==> src/rtl/boot_cfg_pkg.sv <==
package boot_cfg_pkg;
   // Field positions decoded by software and the retry responder
   localparam int HOLD_BIT  = 2;
   localparam int WDOG_BIT  = 7;
   localparam int SET_LSB   = 8;
   localparam int USED_MSB  = 9;

   typedef struct packed {
      logic hold;
      logic wdog_en;
   } gate_t;
endpackage

==> src/rtl/boot_strap_capture.sv <==
module boot_strap_capture #(
   parameter int NUM_CORES = 2
) (
   input  logic                 clk,
   input  logic                 rst_n,
   input  logic [NUM_CORES-1:0] strap_core_n,
   output logic [NUM_CORES-1:0] def_core
);
   always_ff @(posedge clk) begin
      if (!rst_n) def_core <= ~strap_core_n;
   end
endmodule

==> src/rtl/boot_fw_watchdog.sv <==
module boot_fw_watchdog #(
   parameter int TIMEOUT_CYC = 100_000_000
) (
   input  logic clk,
   input  logic rst_n,
   input  logic run,
   output logic expire
);
   localparam int CNT_W = (TIMEOUT_CYC > 1) ? $clog2(TIMEOUT_CYC + 1) : 1;

   if (TIMEOUT_CYC < 1) begin : g_bad_timeout
      $error("TIMEOUT_CYC must be at least 1");
   end

   if (TIMEOUT_CYC == 1) begin : g_single
      assign expire = run;
   end else begin : g_count
      logic [CNT_W-1:0] cnt_q;
      localparam logic [CNT_W-1:0] LAST = CNT_W'(TIMEOUT_CYC - 1);

      assign expire = run && (cnt_q == LAST);

      always_ff @(posedge clk) begin
         if (!rst_n)                cnt_q <= '0;
         else if (run && !expire)   cnt_q <= cnt_q + 1'b1;
      end


      cnt_bound_chk: assert property (@(posedge clk) disable iff (!rst_n)
         cnt_q <= LAST);

      cnt_frozen_chk: assert property (@(posedge clk) disable iff (!rst_n)
         !run |=> cnt_q == $past(cnt_q));
   end
endmodule

==> src/rtl/boot_core_reset_ctl.sv <==
module boot_core_reset_ctl #(
   parameter int NUM_CORES = 2
) (
   input  logic                 clk,
   input  logic                 rst_n,
   input  logic [NUM_CORES-1:0] strap_core_n,
   input  logic [NUM_CORES-1:0] def_core,
   input  logic                 bus_rst_req,
   input  logic                 wr_en,
   input  logic [NUM_CORES-1:0] clr_keep,
   input  logic [NUM_CORES-1:0] set_mask,
   output logic [NUM_CORES-1:0] core_rst
);
   for (genvar i = 0; i < NUM_CORES; i++) begin : g_core
      logic q;
      always_ff @(posedge clk) begin
         if (!rst_n)            q <= ~strap_core_n[i];
         else if (bus_rst_req)  q <= def_core[i];
         else if (wr_en) begin
            if (set_mask[i])       q <= 1'b1;
            else if (!clr_keep[i]) q <= 1'b0;
         end
      end
      assign core_rst[i] = q;


      no_sw_set_chk: assert property (@(posedge clk) disable iff (!rst_n)
         !q && !bus_rst_req && !(wr_en && set_mask[i]) |=> !q);

      set_field_chk: assert property (@(posedge clk) disable iff (!rst_n)
         wr_en && set_mask[i] && !bus_rst_req |=> q);
   end


   bus_reload_chk: assert property (@(posedge clk) disable iff (!rst_n)
      bus_rst_req |=> core_rst == $past(def_core));
endmodule

==> src/rtl/boot_cfg_retry_ctrl.sv <==
module boot_cfg_retry_ctrl
   import boot_cfg_pkg::*;
#(
   parameter int REG_W       = 32,
   parameter int NUM_CORES   = 2,
   parameter int TIMEOUT_CYC = 100_000_000
) (
   input  logic                 clk,
   input  logic                 rst_n,
   input  logic                 strap_retry,
   input  logic                 strap_tmr_en,
   input  logic [NUM_CORES-1:0] strap_core_n,
   input  logic                 bus_rst_req,
   input  logic                 wr_en,
   input  logic [REG_W-1:0]     wr_data,
   output logic [REG_W-1:0]     rd_data,
   output logic                 cfg_retry,
   output logic [NUM_CORES-1:0] core_rst
);
   if (REG_W < USED_MSB + 1) begin : g_bad_width
      $error("REG_W too small for the register layout");
   end
   if (NUM_CORES < 1 || NUM_CORES > HOLD_BIT) begin : g_bad_cores
      $error("NUM_CORES must fit below the hold bit");
   end

   gate_t gate_q;
   logic  run, expire;
   logic  [NUM_CORES-1:0] def_core;

   boot_strap_capture #(.NUM_CORES(NUM_CORES)) u_straps (
      .clk(clk), .rst_n(rst_n), .strap_core_n(strap_core_n), .def_core(def_core));

   assign run = gate_q.hold && gate_q.wdog_en;

   boot_fw_watchdog #(.TIMEOUT_CYC(TIMEOUT_CYC)) u_wdog (
      .clk(clk), .rst_n(rst_n), .run(run), .expire(expire));

   always_ff @(posedge clk) begin
      if (!rst_n) begin
         gate_q.hold    <= strap_retry;
         gate_q.wdog_en <= strap_tmr_en;
      end else begin
         if (wr_en) begin
            gate_q.hold    <= wr_data[HOLD_BIT];
            gate_q.wdog_en <= wr_data[WDOG_BIT];
         end
         if (expire) begin
            gate_q.hold    <= 1'b0;
            gate_q.wdog_en <= 1'b0;
         end
      end
   end

   boot_core_reset_ctl #(.NUM_CORES(NUM_CORES)) u_cores (
      .clk(clk), .rst_n(rst_n), .strap_core_n(strap_core_n), .def_core(def_core),
      .bus_rst_req(bus_rst_req), .wr_en(wr_en),
      .clr_keep(wr_data[NUM_CORES-1:0]),
      .set_mask(wr_data[SET_LSB +: NUM_CORES]),
      .core_rst(core_rst));

   always_comb begin
      rd_data                 = '0;
      rd_data[NUM_CORES-1:0]  = core_rst;
      rd_data[HOLD_BIT]       = gate_q.hold;
      rd_data[WDOG_BIT]       = gate_q.wdog_en;
   end
   assign cfg_retry = gate_q.hold;


   expiry_clears_chk: assert property (@(posedge clk) disable iff (!rst_n)
      expire |=> !cfg_retry && !rd_data[WDOG_BIT]);

   hold_sticky_chk: assert property (@(posedge clk) disable iff (!rst_n)
      cfg_retry && !rd_data[WDOG_BIT] && !(wr_en && !wr_data[HOLD_BIT]) |=> cfg_retry);

   enable_kept_chk: assert property (@(posedge clk) disable iff (!rst_n)
      rd_data[WDOG_BIT] && !expire && !(wr_en && !wr_data[WDOG_BIT]) |=> rd_data[WDOG_BIT]);
endmodule

==> config.mk <==
export PLATFORM = sky130hd
export DESIGN_NAME = boot_cfg_retry_ctrl
export DESIGN_NICKNAME = d
export VERILOG_FILES = /design/src/rtl/boot_cfg_pkg.sv /design/src/rtl/boot_strap_capture.sv /design/src/rtl/boot_fw_watchdog.sv /design/src/rtl/boot_core_reset_ctl.sv /design/src/rtl/boot_cfg_retry_ctrl.sv
export SDC_FILE = /design/constraint.sdc
export NUM_CORES = 1
export LEC_CHECK = 0
export CAP_MARGIN = 30
export CELL_PAD_IN_SITES_DETAIL_PLACEMENT = 0
export CELL_PAD_IN_SITES_GLOBAL_PLACEMENT = 1
export CORE_ASPECT_RATIO = 0.75
export CORE_MARGIN = 2
export CORE_UTILIZATION = 32
export CTS_CLUSTER_SIZE = 8
export DETAILED_ROUTE_END_ITERATION = 12
export GPL_TIMING_DRIVEN = 0
export PLACE_DENSITY_LB_ADDON = 0.25
export SETUP_SLACK_MARGIN = 0.3
export SLEW_MARGIN = 20
export SYNTH_ARGS = -nofsm -noshare
export SYNTH_HDL_FRONTEND = slang
export SYNTH_SLANG_ARGS = --single-unit
==> constraint.sdc <==
create_clock -name clk -period 2 [get_ports clk]
set_input_delay 0.3 -clock clk [delete_from_list [all_inputs] [get_ports clk]]
set_output_delay 0.3 -clock clk [all_outputs]
set_load 0.02 [all_outputs]
After elaboration in Yosys (flattened, before gate mapping)
Cells that the tools add are included.

word-level totals
  register bits after elaboration = 33
  output and inout bits = 35
  word-level logic and storage cells = 34

operators by class
  $add $sub $neg = 1
  equality and inequality tests = 5
  multiplexer cells = 13
  bitwise gates (word level) = 3
  reduce and logical (&&, ||, !) cells = 6

operator list
  kind                                                              count
  27-bit by 1-bit adder with 27-bit output (second input constant)  1
  27-bit equality test (second input constant)                      1
  1-bit 2-to-1 mux                                                  10
  4-bit by 3-bit != test with 1-bit output (second input constant)  2
  2-bit 2-to-1 mux                                                  3
  3-bit by 1-bit != test with 1-bit output (second input constant)  2
  2-bit AND reduction                                               2
  1-bit logical AND                                                 3
  1-bit inverter                                                    2
  2-bit inverter                                                    1
  1-bit logical NOT                                                 1

Logic depth before layout (Yosys ltp)
Gate-level depths: netlist of the first run.

  depth in word-level cells = 5
  depth in mapped cells = 8
  depth with buffers taken out = 6

Hierarchy
A second synthesis of the first run with hierarchy kept.

second synthesis, totals
  cells, all modules = 215
  area total of the unflattened synthesis = 1951.9 um^2

modules (own cells, without submodules)
  module               times used  cells each  area each (um^2)
  boot_fw_watchdog     1           154         1377.6
  boot_cfg_retry_ctrl  1           42          344.1
  boot_core_reset_ctl  1           14          158.9
  boot_strap_capture   1           5           71.3

Worst setup path after synthesis of the first run
Ideal clock, no wire load.

  path type = reg-to-reg
  start point = register u_wdog.g_count.cnt_q[0]
  end point = register u_wdog.g_count.cnt_q[16]
  library setup time = 0.070 ns
  arrival time = 1.656 ns
  required time = 1.930 ns
  path slack = 0.274 ns
  cell stages (with the launch flop) = 8
  buffers on the path = 1
  period minus slack after synthesis = 1.726 ns
  cell sequence = dfxtp_1 -> ha_1 -> and3_1 -> buf_4 -> nand4_4 -> o21ai_4 -> or4_1 -> a21oi_1

on the way
  word-level cells in the longest chain between the ends = 4

RTL lines
  what                                                                                              RTL line                RTL
  start: declaration                                                                                boot_fw_watchdog.sv:18  logic [CNT_W-1:0] cnt_q;
  start signal: assignment                                                                          boot_fw_watchdog.sv:25  else if (run && !expire) cnt_q <= cnt_q + 1'b1;
  parallel branches: the longest is 4 deep, another holds 27-bit by 1-bit adder with 27-bit output  -

Several ways; the timed one is not identified.
A chain may end at the register's enable or synchronous reset.

Final worst setup path of the first run
  start point = register u_wdog.g_count.cnt_q[1]
  end point = register u_wdog.g_count.cnt_q[16]

Same word-level chain as after synthesis.

==> results of run 1 <==
sequential cells by signal, indices dropped and copies added, names as in the netlist:
name / flops
u_wdog.g_count.cnt_q: 27
u_cores.g_core.q: 2
u_straps.def_core: 2
cfg_retry: 1
rd_data: 1
layout make-up:
cell class | count | area (sq um)
clock inverters | 2 | 33.78
flip-flops and latches | 33 | 735.7
inverters | 6 | 23.77
well taps | 78 | 97.59
plain buffers | 39 | 290.3
fillers | 599 | 3196
repair buffers | 37 | 330.3
multi-input cells | 174 | 1136
clock buffers | 6 | 72.57
metal layers:
metal / routed length [um] / share of wire (%) / vias to the layer above
li1: - / - / 884
met1: 2486 / 54 / 776
met2: 1874 / 40 / 34
met3: 240 / 5.2 / 2
met4: 29 / 0.63 / 0
met5: 0 / 0 / -
stage by stage:
step                setup TNS, ps  instances
global placement           -439.8        350
global route                    0        375
finish                          0        375
CTS                             0        370
floorplan                       0        252
detailed placement         -598.3        350
cells by family after synthesis:
logic type | count (synthesis)
AOI/OAI and AO/OA | 42
xor gates and xnor gates | 10
adders and majority gates | 1
buffers and inverters | 45
DFF | 33
muxes | 1
other | 1
and+or+nand+nor | 92
power by group:
part | switching [mW] | leakage [nW] | internal (mW)
Combinational | 0.141 | 0.808 | 0.131
Clock | 0.260 | 0.0528 | 0.368
Sequential | 0.0123 | 0.283 | 0.694
cell usage in the layout, fill, tap and decap left out, types with 6 or more instances in the layout:
master / count
clkdlybuf4s50_1: 19
conb_1: 28
dfxtp_2: 9
or3_1: 8
dfxtp_1: 17
edfxtp_1: 6
o21a_1: 6
xor2_1: 6
a21oi_1: 10
buf_4: 49
nand2_1: 19
nor2_1: 13
o21ai_0: 9
nand3_1: 10
worst paths after layout:
path                                                from                        to  depth (start not counted)
worst max register to register   u_wdog.g_count.cnt_q[1]  u_wdog.g_count.cnt_q[16]                          7
worst max-delay path             u_wdog.g_count.cnt_q[1]  u_wdog.g_count.cnt_q[16]                          7
worst min-delay path            u_wdog.g_count.cnt_q[23]  u_wdog.g_count.cnt_q[23]                          2
worst min register to register  u_wdog.g_count.cnt_q[23]  u_wdog.g_count.cnt_q[23]                          2
critical path, cell delays in order, from the launching register on:
cell,delay [ps]
dfxtp_4,360
ha_4,150
and3_4,170
buf_6,120
nand4_4,110
o21ai_4,110
or4_4,500
a21oi_2,120
repair_timing:
item | in CTS | in global routing
buffers inserted | 11 | 5
endpoints found under the setup margin | 32 | 24
gates resized for setup | 13 | 19
gates cloned | 1 | 0
pin swaps | 6 | 11
hold endpoints to repair | 0 | 0
==> results.tsv, run 1 <==
metric	value	unit
post-synthesis compound-gate area fraction	13.96	%
Worst VDD drop	0.0002141	V
post-synthesis sequential area ratio	36.07	%
leakage	1.145	nW
hold slack	499.0	ps
Final Instance Area	0.002720	sq mm
met3 usage	4.050	%
initial antenna violation count	0	
Final Util	45.98	%
Worst Path Required	2230	ps
post-synthesis adder-cell area fraction	0.6262	%
full die area	0.006899	sq mm
final WL	4631	um
Worst R2R Setup Slack	280	ps
XOR/XNOR Fraction of Synth Area	4.383	%
total power	1.607	mW
Final ANT Viol Nets	0	
clk_lat worst skew	290	ps
initial drt markers	96	
IO Count	75	
gpl congestion	0.8305	
clk buf depth	2	
worst-path maximum fanout	6	
Final Worst Setup Slack	284.5	ps
FF+latch count, synth	33	
vias in the first global route	1472	
Synth area leaders	dfxtp_1 (27%), buf_4 (13%), edfxtp_1 (9.0%)	
Synth area leader	dfxtp_1	
clk root buf	clkbuf_8	
DIE WIDTH	95.25	um
GRT busiest layer	met1	
mux cell area share after synthesis	0.5009	%
setup slack at placement	-138.7	ps
Final HPWL DP	3226	um
Vias/cell	4.523	
CTS clock-pin slew for the worst setup and hold paths	70	ps
DP Area	0.002405	sq mm
share of cells above drive strength 1	31.99	%
CP Capture Type	flop	
DR WL/cell	12.35	um
n_diodes	0	
crit path DAT	1940	ps
main flop type after synthesis	dfxtp_1	
MaxCap Viol Count	0	
Tcrit/Tclk final	85.77	%
Port Buffers	20	
fmax	582.9	MHz
# DRC	0	
largest net degree at the start of global routing	12	
hold-fix buffer count after cts	0	
H-tree depth	2	
synth-to-layout area growth	36.13	%
TritonCTS clock tree	yes	
# nets final	337	
post-synthesis simple-gate area fraction	29.05	%
Std-Cell Core Area	0.005916	sq mm
largest family of logic cells by synthesized area	simple AND/OR/NAND/NOR gates	
crit path time final	1715	ps
Post-synth EDFFs	6	
Starting Density	33.78	%
Cell variety after synth	45	
Die Ht	72.44	um
count leader, synth	buf_4	
critical setup path kind	reg2reg	
Global Route met2 Usage	19.09	%
met1 usage	21.50	%
FFs w/ async S/R, synth	0	%
gr usage total	14.31	%
Num CTS Buffers	5	
YS warnings	0	
Hold Crit Class	reg2reg	
syn_area_per_cell	8.881	sq um
power density cells	590.7	mW/mm^2
Mapped Area	0.001998	sq mm
FP Rows	24	
endpoints failing hold	0	
Final setup viols	0	
Mapped Cells	225	
# clock sinks	33	
outcome	complete, no violations	
Final Max Tran Viols	0	
Synth top cells by count	buf_4 (34), dfxtp_1 (27), nand2_1 (19)	
DRT Pass-1 Iters	4	
gr ovfl total	0	
unrepaired setup endpoints after global routing	true	
Synth top area share	27.05	%
vias after detailed routing	1696	
first-pass GRT wire length	7376	um
Final Skew	10.02	ps
Critical Path Source Type	flop	
No activity file was read; power rests on OpenSTA's default activity.
==> inputs of run 2 (changes only) <==
Settings changed: CTS_CLUSTER_DIAMETER from default to 200.
==> results of run 2 <==
Final layout, timing and power as in run 1 (identical DEF).
==> inputs of run 3 (changes only) <==
Settings changed: CORE_ASPECT_RATIO 0.75 to 1.4.
==> results.tsv, run 3 (synthesized netlist as in run 1, its figures left out) <==
metric	value	unit	change
IO Count	75		unchanged
Fin Setup TNS	0	ps	unchanged
crit path time final	1719	ps	+3.553 ps
Placed Cells	344		-1.7%
fmax	581.7	MHz	-0.21%
FP Rows	34		+42%
final cell count without fillers	365		-2.7%
endpoints failing hold	0		unchanged
first-pass GRT wire length	7431	um	+0.75%
# nets final	333		-1.2%
synth-to-layout area growth	35.82	%	
sw frac	26.18	%	+0.47 points
Int Power	1.134	mW	-5.0%
full die area	0.006902	sq mm	about the same
share of cells above drive strength 1	30.72	%	-1.3 points
Die Ht	97.50	um	+35%
DR WL/cell	12.66	um	+2.5%
Final setup viols	0		unchanged
Num CTS Buffers	5		unchanged
Port Buffers	20		unchanged
DRT Pass-1 Iters	4		unchanged
TritonCTS clock tree	yes		
DP Area	0.002397	sq mm	-0.31%
Final Worst Setup Slack	281.0	ps	-3.553 ps
hold slack	479.3	ps	-19.78 ps
gpl congestion	0.7195		-13%
hold depth	2		unchanged
CP Capture Type	flop		
gr usage total	13.70	%	-0.60 points
# clock sinks	33		unchanged
total power	1.536	mW	-4.4%
initial antenna violation count	0		unchanged
Worst R2R Setup Slack	280	ps	about the same
largest net degree at the start of global routing	12		unchanged
initial drt markers	49		-49%
Worst Hold End	u_wdog.g_count.cnt_q[16]		
Top Registers	u_wdog.g_count.cnt_q: 27 flops, u_cores.g_core.q: 2 flops, u_straps.def_core: 2 flops		
leakage	1.151	nW	+0.56%
reg-to-reg startpoint	u_wdog.g_count.cnt_q[0]		
gr ovfl total	0		unchanged
Reg with most FFs	u_wdog.g_count.cnt_q		
Hold Crit Class	reg2reg		
crit path DAT	1940	ps	about the same
most common cell after layout, fill and taps aside	buf_4		
met3 usage	3.527	%	-0.52 points
Final Skew	11.77	ps	+1.752 ps
worst hold start	u_wdog.g_count.cnt_q[16]		
Worst Path Required	2230	ps	about the same
reg-to-reg endpoint	u_wdog.g_count.cnt_q[16]		
Critical Path Source Type	flop		
Starting Density	32.62	%	-1.2 points
MaxCap Viol Count	0		unchanged
vias after detailed routing	1717		+1.2%
outcome	complete, no violations		
power density cells	566.1	mW/mm^2	-4.2%
Vias/cell	4.704		+4.0%
final WL	4620	um	-0.24%
R2R depth	7		unchanged
Tcrit/Tclk final	85.95	%	+0.18 points
Final Util	44.30	%	-1.7 points
clk buf depth	2		unchanged
Largest register FFs	27		unchanged
DIE WIDTH	70.79	um	-26%
critical setup path kind	reg2reg		
GRT busiest layer	met2		
worst-path maximum fanout	6		unchanged
n_diodes	0		unchanged
Final Max Tran Viols	0		unchanged
H-tree depth	2		unchanged
vias in the first global route	1532		+4.1%
unrepaired setup endpoints after global routing	true		
Std-Cell Core Area	0.006126	sq mm	+3.6%
CTS clock-pin slew for the worst setup and hold paths	70	ps	about the same
switching power	0.4022	mW	-2.6%
# DRC	0		unchanged
Final Instance Area	0.002714	sq mm	-0.23%
hold-fix buffer count after cts	0		unchanged
most frequent cells in the layout	buf_4 (44), conb_1 (28), dfxtp_1 (21)		
Final HPWL DP	3276	um	+1.5%
Global Route met2 Usage	24.37	%	+5.3 points
Logic pwr share	17.4	%	+0.5 points
share of total power in the clock network	36.5	%	-2.6 points
met1 usage	14.95	%	-6.6 points
clk root buf	clkbuf_8		
Fill cells	625		+4.3%
Worst VDD drop	0.0003109	V	+45%
Final ANT Viol Nets	0		unchanged
Flop pwr share	46.0	%	+2.0 points
clk_lat worst skew	290	ps	about the same
setup slack at placement	-105.6	ps	+33.06 ps
[run 3: final cells by class]
cell class | count | area [sq um] | share of cell area, %
clock buffers | 7 | 96.34 | 3.550
repair buffers | 33 | 311.5 | 11.48
flip-flops and latches | 33 | 730.7 | 26.92
multi-input cells | 174 | 1167 | 43.02
well taps | 72 | 90.09 | 3.320
clock inverters | 1 | 5.005 | 0.1844
inverters | 6 | 23.77 | 0.8760
plain buffers | 39 | 289.0 | 10.65
[run 3: repair_timing]
item,4_1_cts,5_1_grt
gates resized for setup,15,18
pin swaps,5,9
setup buffers,11,1
endpoints found under the hold margin,0,0
gates cloned,1,0
setup endpoints to repair,28,26
[run 3: power groups by stage]
| stage | Combinational, mW | Clock, mW | Sequential [mW] |
|---|---|---|---|
| after global placement | 0.245 | 0 | 0.723 |
| final | 0.268 | 0.562 | 0.707 |
| after floorplan | 0.165 | 0 | 0.726 |
| after global routing | 0.287 | 0.610 | 0.710 |
| after detailed placement | 0.246 | 0 | 0.723 |
| after CTS | 0.265 | 0.575 | 0.707 |
[run 3: layer usage]
metal / share of wire, % / up-vias
met5: 0 / -
met4: 2.3 / 0
met3: 4.7 / 8
met2: 52 / 42
met1: 41 / 785
li1: - / 882
[run 3: worst max-delay path, cell delays in order, from the launching register on]
cell and delay [ps]:
dfxtp_4 350, ha_4 160, and3_4 170, buf_6 130
nand4_4 150, o21ai_4 90, or4_1 480, a21oi_1 120
[run 3: worst max-delay path by stage]
stage,startpoint,to,slack [ps],cells after the start
after floorplan,u_wdog.g_count.cnt_q[0],u_wdog.g_count.cnt_q[16],290,7
after global placement,rst_n,u_straps.def_core[1],-80,3
after detailed placement,rst_n,u_straps.def_core[0],-110,3
after CTS,u_wdog.g_count.cnt_q[0],u_wdog.g_count.cnt_q[16],290,7
after global routing,u_wdog.g_count.cnt_q[0],u_wdog.g_count.cnt_q[16],200,7
final,u_wdog.g_count.cnt_q[0],u_wdog.g_count.cnt_q[16],280,7
